## src/rtl/chan_cmd_pkg.sv

```systemverilog
package chan_cmd_pkg;

    localparam int WORD_W  = 32;
    localparam int MODE_W  = 4;
    localparam int OFF_W   = 12;
    localparam int VAL_W   = 16;
    localparam int CLS_W   = 10;
    localparam int SCM_W   = 6;   // mask width carried by a set-class header
    localparam int IMM_W   = 12;  // immediate payload width
    localparam int MASK_W  = VAL_W;
    localparam int MIDX_W  = $clog2(MASK_W);

    typedef enum logic [MODE_W-1:0] {
        MODE_SETCLASS = 4'd0,
        MODE_INCR     = 4'd1,
        MODE_NONINCR  = 4'd2,
        MODE_MASK     = 4'd3,
        MODE_IMM      = 4'd4
    } sub_mode_e;

    typedef struct packed {
        logic [MODE_W-1:0] mode;
        logic [OFF_W-1:0]  off;
        logic [VAL_W-1:0]  val;
    } hdr_t;

    typedef struct packed {
        logic [CLS_W-1:0]  cls;
        logic [OFF_W-1:0]  off;
        logic [VAL_W-1:0]  cnt;
        logic [MASK_W-1:0] msk;
        logic              incr;
        logic              ov;
        logic [CLS_W-1:0]  ocls;
        logic [OFF_W-1:0]  ooff;
        logic [WORD_W-1:0] odata;
    } dec_state_t;

endpackage

```

## src/rtl/chan_cmd_lowbit.sv

```systemverilog
module chan_cmd_lowbit #(
    parameter int W  = 16,
    localparam int IW = $clog2(W)
) (
    input  logic [W-1:0]  vec,
    output logic [IW-1:0] idx
);
    // Scan from the top so the lowest set bit is the last to assign.
    always_comb begin
        idx = '0;
        for (int i = W - 1; i >= 0; i--) begin
            if (vec[i]) idx = IW'(i);
        end
    end
endmodule

```

## src/rtl/chan_cmd_regfile.sv

```systemverilog
module chan_cmd_regfile #(
    parameter int               DEPTH    = 16,
    parameter int               DATA_W   = 32,
    parameter int               OFF_W    = 12,
    parameter int               CLS_W    = 10,
    parameter logic [CLS_W-1:0] CLASS_ID = 10'h0F0,
    localparam int              IDX_W    = $clog2(DEPTH)
) (
    input  logic              clk,
    input  logic              rst_n,
    input  logic              wr_en,
    input  logic [CLS_W-1:0]  wr_cls,
    input  logic [OFF_W-1:0]  wr_off,
    input  logic [DATA_W-1:0] wr_data,
    input  logic [IDX_W-1:0]  rd_idx,
    output logic [DATA_W-1:0] rd_data
);
    logic              hit;
    logic [DATA_W-1:0] words [DEPTH];

    assign hit = wr_en && (wr_cls == CLASS_ID) && (wr_off < OFF_W'(DEPTH));

    for (genvar g = 0; g < DEPTH; g++) begin : g_word
        logic [DATA_W-1:0] word_q;
        always_ff @(posedge clk) begin
            if (!rst_n) begin
                word_q <= '0;
            end else if (hit && (wr_off[IDX_W-1:0] == IDX_W'(g))) begin
                word_q <= wr_data;
            end
        end
        assign words[g] = word_q;
    end

    assign rd_data = words[rd_idx];
endmodule

```

## src/rtl/chan_cmd_decoder.sv

```systemverilog
module chan_cmd_decoder
    import chan_cmd_pkg::*;
#(
    parameter int               RF_DEPTH  = 16,
    parameter logic [CLS_W-1:0] DEC_CLASS = 10'h0F0,
    parameter logic [CLS_W-1:0] AUX_CLASS = 10'h05D,
    localparam int              RF_IDX_W  = $clog2(RF_DEPTH)
) (
    input  logic                clk,
    input  logic                rst_n,
    input  logic                in_valid,
    output logic                in_ready,
    input  logic [WORD_W-1:0]   in_word,
    output logic                wr_valid,
    input  logic                wr_ready,
    output logic [CLS_W-1:0]    wr_class,
    output logic [OFF_W-1:0]    wr_offset,
    output logic [WORD_W-1:0]   wr_data,
    input  logic                rd_sel,
    input  logic [RF_IDX_W-1:0] rd_index,
    output logic [WORD_W-1:0]   rd_data
);
    localparam int NUM_FILES = 2;
    localparam logic [CLS_W-1:0] FILE_IDS [NUM_FILES] = '{DEC_CLASS, AUX_CLASS};

    dec_state_t        q, d;
    hdr_t              hdr;
    logic              accept;
    logic [MIDX_W-1:0] low_idx;
    logic              gen_wr;
    logic [OFF_W-1:0]  gen_off;
    logic [WORD_W-1:0] gen_data;
    logic [WORD_W-1:0] file_rd [NUM_FILES];

    assign hdr      = hdr_t'(in_word);
    assign in_ready = !q.ov || wr_ready;
    assign accept   = in_valid && in_ready;

    chan_cmd_lowbit #(.W(MASK_W)) u_lowbit (
        .vec (q.msk),
        .idx (low_idx)
    );

    always_comb begin
        d        = q;
        gen_wr   = 1'b0;
        gen_off  = q.off;
        gen_data = in_word;
        if (q.ov && wr_ready) d.ov = 1'b0;
        if (accept) begin
            if (q.msk != '0) begin
                gen_wr  = 1'b1;
                gen_off = q.off + OFF_W'(low_idx);
                d.msk   = q.msk & ~(MASK_W'(1) << low_idx);
            end else if (q.cnt != '0) begin
                gen_wr  = 1'b1;
                gen_off = q.off;
                d.cnt   = q.cnt - VAL_W'(1);
                if (q.incr) d.off = q.off + OFF_W'(1);
            end else begin
                case (hdr.mode)
                    MODE_SETCLASS: begin
                        d.cls = hdr.val[VAL_W-1:SCM_W];
                        d.msk = MASK_W'(hdr.val[SCM_W-1:0]);
                        d.off = hdr.off;
                    end
                    MODE_INCR, MODE_NONINCR: begin
                        d.cnt  = hdr.val;
                        d.off  = hdr.off;
                        d.incr = (hdr.mode == MODE_INCR);
                    end
                    MODE_MASK: begin
                        d.msk = hdr.val;
                        d.off = hdr.off;
                    end
                    MODE_IMM: begin
                        d.off    = hdr.off;
                        gen_wr   = 1'b1;
                        gen_off  = hdr.off;
                        gen_data = WORD_W'(hdr.val[IMM_W-1:0]);
                    end
                    default: ;
                endcase
            end
        end
        if (gen_wr) begin
            d.ov    = 1'b1;
            d.ocls  = q.cls;
            d.ooff  = gen_off;
            d.odata = gen_data;
        end
    end

    always_ff @(posedge clk) begin
        if (!rst_n) begin
            q <= '0;
        end else begin
            q <= d;
        end
    end

    for (genvar f = 0; f < NUM_FILES; f++) begin : g_file
        chan_cmd_regfile #(
            .DEPTH    (RF_DEPTH),
            .DATA_W   (WORD_W),
            .OFF_W    (OFF_W),
            .CLS_W    (CLS_W),
            .CLASS_ID (FILE_IDS[f])
        ) u_rf (
            .clk     (clk),
            .rst_n   (rst_n),
            .wr_en   (gen_wr),
            .wr_cls  (q.cls),
            .wr_off  (gen_off),
            .wr_data (gen_data),
            .rd_idx  (rd_index),
            .rd_data (file_rd[f])
        );
    end

    assign rd_data   = rd_sel ? file_rd[1] : file_rd[0];
    assign wr_valid  = q.ov;
    assign wr_class  = q.ocls;
    assign wr_offset = q.ooff;
    assign wr_data   = q.odata;
endmodule

```

## config.mk

```make
export PLATFORM = sky130hd
export DESIGN_NAME = chan_cmd_decoder
export DESIGN_NICKNAME = d
export VERILOG_FILES = /design/src/rtl/chan_cmd_pkg.sv /design/src/rtl/chan_cmd_lowbit.sv /design/src/rtl/chan_cmd_regfile.sv /design/src/rtl/chan_cmd_decoder.sv
export SDC_FILE = /design/constraint.sdc
export NUM_CORES = 2
export LEC_CHECK = 0
export ABC_AREA = 1
export BUFFER_PORTS_ARGS = -buffer_cell sky130_fd_sc_hd__buf_4
export CORE_UTILIZATION = 49
export DETAILED_ROUTE_END_ITERATION = 12
export GPL_ROUTABILITY_DRIVEN = 0
export PLACE_DENSITY = 0.74
export SKIP_CTS_REPAIR_TIMING = 1
export SLEW_MARGIN = 20
export SYNTH_ARGS = -nofsm -noshare
export SYNTH_HDL_FRONTEND = slang
export SYNTH_SLANG_ARGS = --single-unit
```

## constraint.sdc

```tcl
create_clock -name clk -period 5.2 [get_ports clk]
set_clock_uncertainty 0.05 [all_clocks]
set_input_delay 0.52 -clock clk [delete_from_list [all_inputs] [get_ports clk]]
set_output_delay 0.52 -clock clk [all_outputs]
set_load 0.03 [all_outputs]
```

==> Yosys cells after proc, flatten, opt, wreduce, memory -nomap -nowiden <==
Cells that the tools add are included.
{ "totals": {"reg_bits": 1134, "latchBits": 0, "ramBits": 0, "mem_bits_ro": 0, "inputBits": 41, "output_inout_bits": 88, "elab_cells": 175, "mem_count": 0} }
{ "classes": {"n_addsub": 3, "mul": 0, "n_div": 0, "magnitude_cmp": 2, "n_eq_ne": 23, "shift": 1, "n_mux": 45, "bitwise_logic": 5, "reduce_logical": 55} }
{ "op_table": {"columns": ["op", "count"], "rows": [
  ["32-bit 2-to-1 mux", 9],
  ["32-bit binary-select mux with 4-bit select", 2],
  ["12-bit 2-to-1 mux", 6],
  ["4-bit 2-to-1 mux", 16],
  ["55-bit 2-to-1 mux", 1],
  ["1-bit logical AND", 38],
  ["4-bit equality test (second input constant)", 8],
  ["16-bit 2-to-1 mux", 2],
  ["16-bit case mux with 2 select lines", 1],
  ["16-bit nonzero test", 2],
  ["28-bit 2-to-1 mux", 1],
  ["4-bit by 3-bit equality test with 1-bit output (second input constant)", 5],
  ["17-bit 2-to-1 mux", 1],
  ["16-bit AND", 1],
  ["4-bit by 2-bit equality test with 1-bit output (second input constant)", 4],
  ["16-bit NOT", 1],
  ["1-bit by 4-bit << shifter with 16-bit output (first input constant)", 1],
  ["16-bit by 1-bit subtractor with 16-bit output (second input constant)", 1],
  ["12-bit by 1-bit adder with 12-bit output (second input constant)", 1],
  ["12-bit by 4-bit adder with 12-bit output", 1],
  ["12-bit by 5-bit less-than comparator with 1-bit output (second input constant)", 1],
  ["4-bit AND reduction", 3],
  ["10-bit by 7-bit equality test with 1-bit output (second input constant)", 1],
  ["10-bit by 8-bit equality test with 1-bit output (second input constant)", 1],
  ["14 further kinds", 26]
]} }

==> Depth between registers and ports, before layout <==
{ "depth": {"ltp_word": 22, "depth_mapped": 37, "mapped_depth_nobuf": 35} }

==> Modules after synthesis <==
Synthesis repeated with hierarchy kept, for this count alone.
{ "hier_totals": {"cells_unflattened": 9406, "hier_area_um2": 59397.0} }
{ "modules_own_cells": {"columns": ["mod", "n_inst", "cells_each", "area_each_um2", "seq_area_each_um2"], "rows": [
  ["chan_cmd_regfile at g_file[1].u_rf", 1, 4088, 26370.3, 10249.8],
  ["chan_cmd_regfile at g_file[0].u_rf", 1, 4196, 25689.6, 10249.8],
  ["chan_cmd_decoder", 1, 1076, 7124.3, 2202.1],
  ["chan_cmd_lowbit", 1, 46, 212.7, 0.0]
]} }

==> Worst setup path before layout <==
OpenSTA, ideal clock, no wires.
{ "synth_timing": {"path_kind": "reg-to-reg", "start": "reg q[70] in the netlist's numbering", "end": "reg g_file[0].u_rf.g_word[13].word_q[10]", "setup_time_ns": 0.112, "arrival_time_ns": 3.651, "required_ns": 5.038, "path_slack_ns": 1.387, "stages_incl_launch_ff": 37, "n_path_buf": 3, "period_less_slack_ns": 3.813, "cell_sequence": "dfxtp_1 -> inv_1 -> nand2_1 -> nand2_1 -> nand2_1 -> nand2_1 -> nand2_1 -> nand2_1 -> nand2_1 -> nand2_1 -> nand2_1 -> nand2_1 -> nand2_1 -> nand2_1 -> nand2_1 -> nand2_1 -> nand2_1 -> inv_1 -> ha_1 -> inv_1 -> fa_1 -> o21ai_0 -> nand2_1 -> nand2_1 -> nand3_1 -> nand2_1 -> o21bai_1 -> nand2_1 -> nor2_1 -> nand2_1 -> nor2_8 -> buf_4 -> buf_2 -> buf_2 -> nand4_1 -> nand2_1 -> nor2_1"} }
{ "synth_between": {"elab_chain_len": 21, "word_cells_on_any_way": 28, "classes_between": "add/sub (1); order compare (1); eq/ne (1); mux (21); reduce/logical (4)"} }
{ "synth_rtl": {"columns": ["element", "line_no", "rtl"], "rows": [
  ["from (decl)", "chan_cmd_decoder.sv:26", "dec_state_t q, d;"],
  ["from (signal assigned)", "chan_cmd_decoder.sv:96", "q <= '0;"],
  ["from (signal assigned)", "chan_cmd_decoder.sv:98", "q <= d;"],
  ["4-bit 2-to-1 mux (15 in a row)", "chan_cmd_lowbit.sv:12", "if (vec[i]) idx = IW'(i);"],
  ["12-bit by 4-bit adder with 12-bit output", "chan_cmd_decoder.sv:53", "gen_off = q.off + OFF_W'(low_idx);"],
  ["12-bit 2-to-1 mux", "chan_cmd_decoder.sv:51", "if (q.msk != '0) begin"],
  ["12-bit 2-to-1 mux", "chan_cmd_decoder.sv:50", "if (accept) begin"],
  ["12-bit by 5-bit less-than comparator with 1-bit output", "chan_cmd_regfile.sv:21", "assign hit = wr_en && (wr_cls == CLASS_ID) && (wr_off < OFF_W'(DEPTH));"],
  ["1-bit logical AND", "chan_cmd_regfile.sv:21", null],
  ["1-bit logical AND", "chan_cmd_regfile.sv:28", "end else if (hit && (wr_off[IDX_W-1:0] == IDX_W'(g))) begin"],
  ["to (signal assigned)", "chan_cmd_regfile.sv:29", "word_q <= wr_data;"],
  ["to (decl)", "chan_cmd_regfile.sv:24", "logic [DATA_W-1:0] word_q;"]
]} }
Parallel ways exist; a longest one is shown, timed or not.
A chain may end at the register's enable or synchronous reset.

==> Worst setup path after layout <==
{ "layout_timing": {"start": "reg q[70] in the netlist's numbering", "end": "reg g_file[1].u_rf.g_word[6].word_q[15]"} }
{ "layout_between": {"elab_chain_len": 21, "word_cells_on_any_way": 28, "classes_between": "add/sub (1); order compare (1); eq/ne (1); mux (21); reduce/logical (4)"} }
{ "layout_rtl": {"columns": ["element", "line_no"], "rows": [
  ["4-bit 2-to-1 mux (15 in a row)", "chan_cmd_lowbit.sv:12"],
  ["12-bit by 4-bit adder with 12-bit output", "chan_cmd_decoder.sv:53"],
  ["12-bit 2-to-1 mux", "chan_cmd_decoder.sv:51"],
  ["12-bit 2-to-1 mux", "chan_cmd_decoder.sv:50"],
  ["12-bit by 5-bit less-than comparator with 1-bit output", "chan_cmd_regfile.sv:21"],
  ["1-bit logical AND", "chan_cmd_regfile.sv:21"],
  ["1-bit logical AND", "chan_cmd_regfile.sv:28"],
  ["to (signal assigned)", "chan_cmd_regfile.sv:29"],
  ["to (decl)", "chan_cmd_regfile.sv:24"]
]} }
Parallel ways exist; a longest one is shown, timed or not.

==> results.txt <==
P_sw: 6.421 mW
Combinational share of power: 16.7%
First-pass GRT wire length: 333.6 mm
# nets final: 8381
Multi-input gate area: 28780 um^2
Ys Warns: 0
Die Width: 342.7 um
Max incr delay on CP: 0.45 ns
Min Tclk post-route: 4.799 ns
DRT antenna net count: 0
Max_slew headroom: 15.40%
Post-synth top cells: nor2_1 (2544), nand2_1 (1492), dfxtp_1 (1134)
Setup WS pre-CTS: 0.5243 ns
Status: completed
Int Pwr: 14.42 mW
Die height: 342.7 um
CTS Buffer Depth: 3
Fillcell total: 10.83k
Initial cell density of the core: 49.61%
Vias in the first global route: 55.74k
Switching share of total power: 30.81%
Drt initial violations: 9194
CTS tree: yes
Peak Freq: 208.4 MHz
GR Overflow Total: 0
Buffers & Inverters on Critical Path: 7
Cells after Synth: 8728
Worst slew pin tran: 1.269 ns
Top_reg_cell synth: dfxtp_1
Most frequent cell after synthesis: nor2_1
Setup TNS: 0 ns
Async S/R FF share, synth: 0%
PortBufs: 128
Leading post-synthesis cells by cell area: dfxtp_1 (40%), nor2_1 (17%), nand2_1 (9.8%)
Gr usage total: 36.23%
Setup crit start kind: register
Yosys top cell by area: dfxtp_1
Vias: 61.33k
Final core occ: 54.53%
Final routed DRC violation total: 0
Syn_nets: 8776
Crit path capture type: register
Clock root buffer: clkbuf_16
Die ar.: 117400 um^2
Total CTS buffers: 118
WP data required: 5.79 ns
Post-DP HPWL: 126.1 mm
Top cell type's share of synthesized area: 39.91%
Worst-case hold slack: 0.04385 ns
Syn avg cell area: 6.517 um^2
Fin. Hold Viols: 0
Worst-path clk slew: 0.06 ns
Reg2Reg Setup Slack: 0.40 ns
I/O pins: 129
Final wirelength: 220.5 mm
Clock Power Share: 41.1%
Crit-path slowest cell: fa_1
Yosys cell types: 44
EDFF count, synth: 0
PD cells: 333.4 nW/um^2
Leakage: 26.44 nW
Endpoints failing setup: 0
Tightest Hold Check Type: in -> reg
Post-Syn Area: 56880 um^2
Max-cap violation count: 0
Htree depth: 3
Slew Limit Fails: 0
Setup CP Type: reg -> reg
Layout cell share with drive strength beyond 1: 7.889%
CP Data Arrival Time: 5.39 ns
Maximum net fanout on the critical path: 29
Seq cells post-synth: 1134
Initial antenna violation count: 5
Syn-to-layout area delta: 9.917%
WL/cell: 22.18 um
RSZ-0062 raised after global routing: false
Via-per-instance ratio: 6.168
Site Rows: 124
Sequential fraction of the synthesis area: 39.91%
VDD IR-drop max: 0.3172 mV
Clock Sinks: 1134
CORE AREA: 114700 um^2
Most frequent CP cell: nand2_1
Tcrit/Tclk final: 92.28%
Top delay family on crit path: simple AND/OR/NAND/NOR gates
Largest net degree at the start of global routing: 231
Seq pwr share: 42.2%
Register area: 22700 um^2
Final worst setup slack: 0.4012 ns
DRT Pass-1 Iters: 9
Clock Latency Late Sink: 0.72 ns
## worst paths after layout
path	start	end	depth (start not counted)
setup / recovery	q[70]	g_file[1].u_rf.g_word[6].word_q[15]	37
hold / removal	in_word[28]	wr_data[28]	3
setup reg to reg	q[70]	g_file[1].u_rf.g_word[6].word_q[15]	37
hold reg to reg	g_file[1].u_rf.g_word[1].word_q[11]	g_file[1].u_rf.g_word[1].word_q[11]	2
## routing by layer
| layer | global-route usage [%] | routed length [um] |
|---|---|---|
| met3 | 8.749 | 30650 |
| met4 | 22.47 | 14700 |
| met5 | 0.3205 | 108 |
| met2 | 54.10 | 93480 |
| met1 | 46.95 | 81550 |
## cells by family after synthesis
logic type	Yosys count	share of synthesized area (%)
and+or+nand+nor	4993	37.21
buffers and inverters	1311	9.730
AOI/OAI and AO/OA	1261	12.64
DFF	1134	39.91
xor gates and xnor gates	22	0.3388
adders and majority gates	7	0.1672
## metrics by stage
| step | power (mW) | cells | cell area, um^2 |
|---|---|---|---|
| 3_5_place_dp | 12.31 | 9725 | 58660 |
| 4_1_cts | 20.69 | 9941 | 62500 |
| 3_3_place_gp | 12.29 | 9725 | 58660 |
| 5_1_grt | 21.36 | 9941 | 62510 |
| 6_report | 20.84 | 9943 | 62520 |
| 2_1_floorplan | 11.17 | 8728 | 56880 |
## power by group through the flow
stage | clock (mW) | combinational (mW) | sequential, mW
after detailed placement | 0 | 3.33 | 8.98
final | 8.56 | 3.49 | 8.79
after global placement | 0 | 3.31 | 8.98
after global routing | 8.95 | 3.62 | 8.79
after CTS | 8.56 | 3.34 | 8.79
after floorplan | 0 | 2.21 | 8.97
## state kept, by name (all words and copies together) (netlist names)
signal	count
wr_valid	1
g_file.u_rf.g_word.word_q	1024
wr_class	10
wr_offset	12
q	55
wr_data	32
## worst reg2reg max path, delay by kind of cell, from the launching register on
kind            cells  cell delay [ns]
buf+inv             7             1.07
simple gates       26             2.16
flops               1             0.33
compound gates      2             0.49
fa+ha+maj           2             0.63
## cells in the final DEF, fill, tap and decap left out, drive strengths merged
| master | instances |
|---|---|
| xnor2 | 2 |
| o211ai | 38 |
| clkinv | 38 |
| a221oi | 2 |
| a21boi | 1 |
| nand4 | 771 |
| a31oi | 54 |
| nor4 | 2 |
| o21bai | 5 |
| o21ai | 683 |
| or2 | 1 |
| nand2 | 1497 |
| a211oi | 18 |
| bufinv | 5 |
| xor2 | 20 |
| clkinvlp | 4 |
| a211o | 1 |
| clkbuf | 177 |
| nor3 | 16 |
| nor2 | 2563 |
| o221ai | 126 |
| nand3 | 143 |
| ha | 6 |
| a32oi | 30 |
| dfxtp | 1134 |
| o22ai | 38 |
| a311oi | 1 |
| buf | 368 |
| diode | 2 |
| o31ai | 1 |
| a21oi | 263 |
| inv | 420 |
| fa | 1 |
## cell type report
type	count	share of cell area [%]
multi-input cells	6283	46.04
diodes	2	0.008005
clock buffers	177	5.580
repair buffers	368	5.856
clock inverters	39	0.5764
flip-flops and latches	1134	36.31
well taps	1512	3.026
inverters	428	2.602
(Power assumes the default switching activity.)
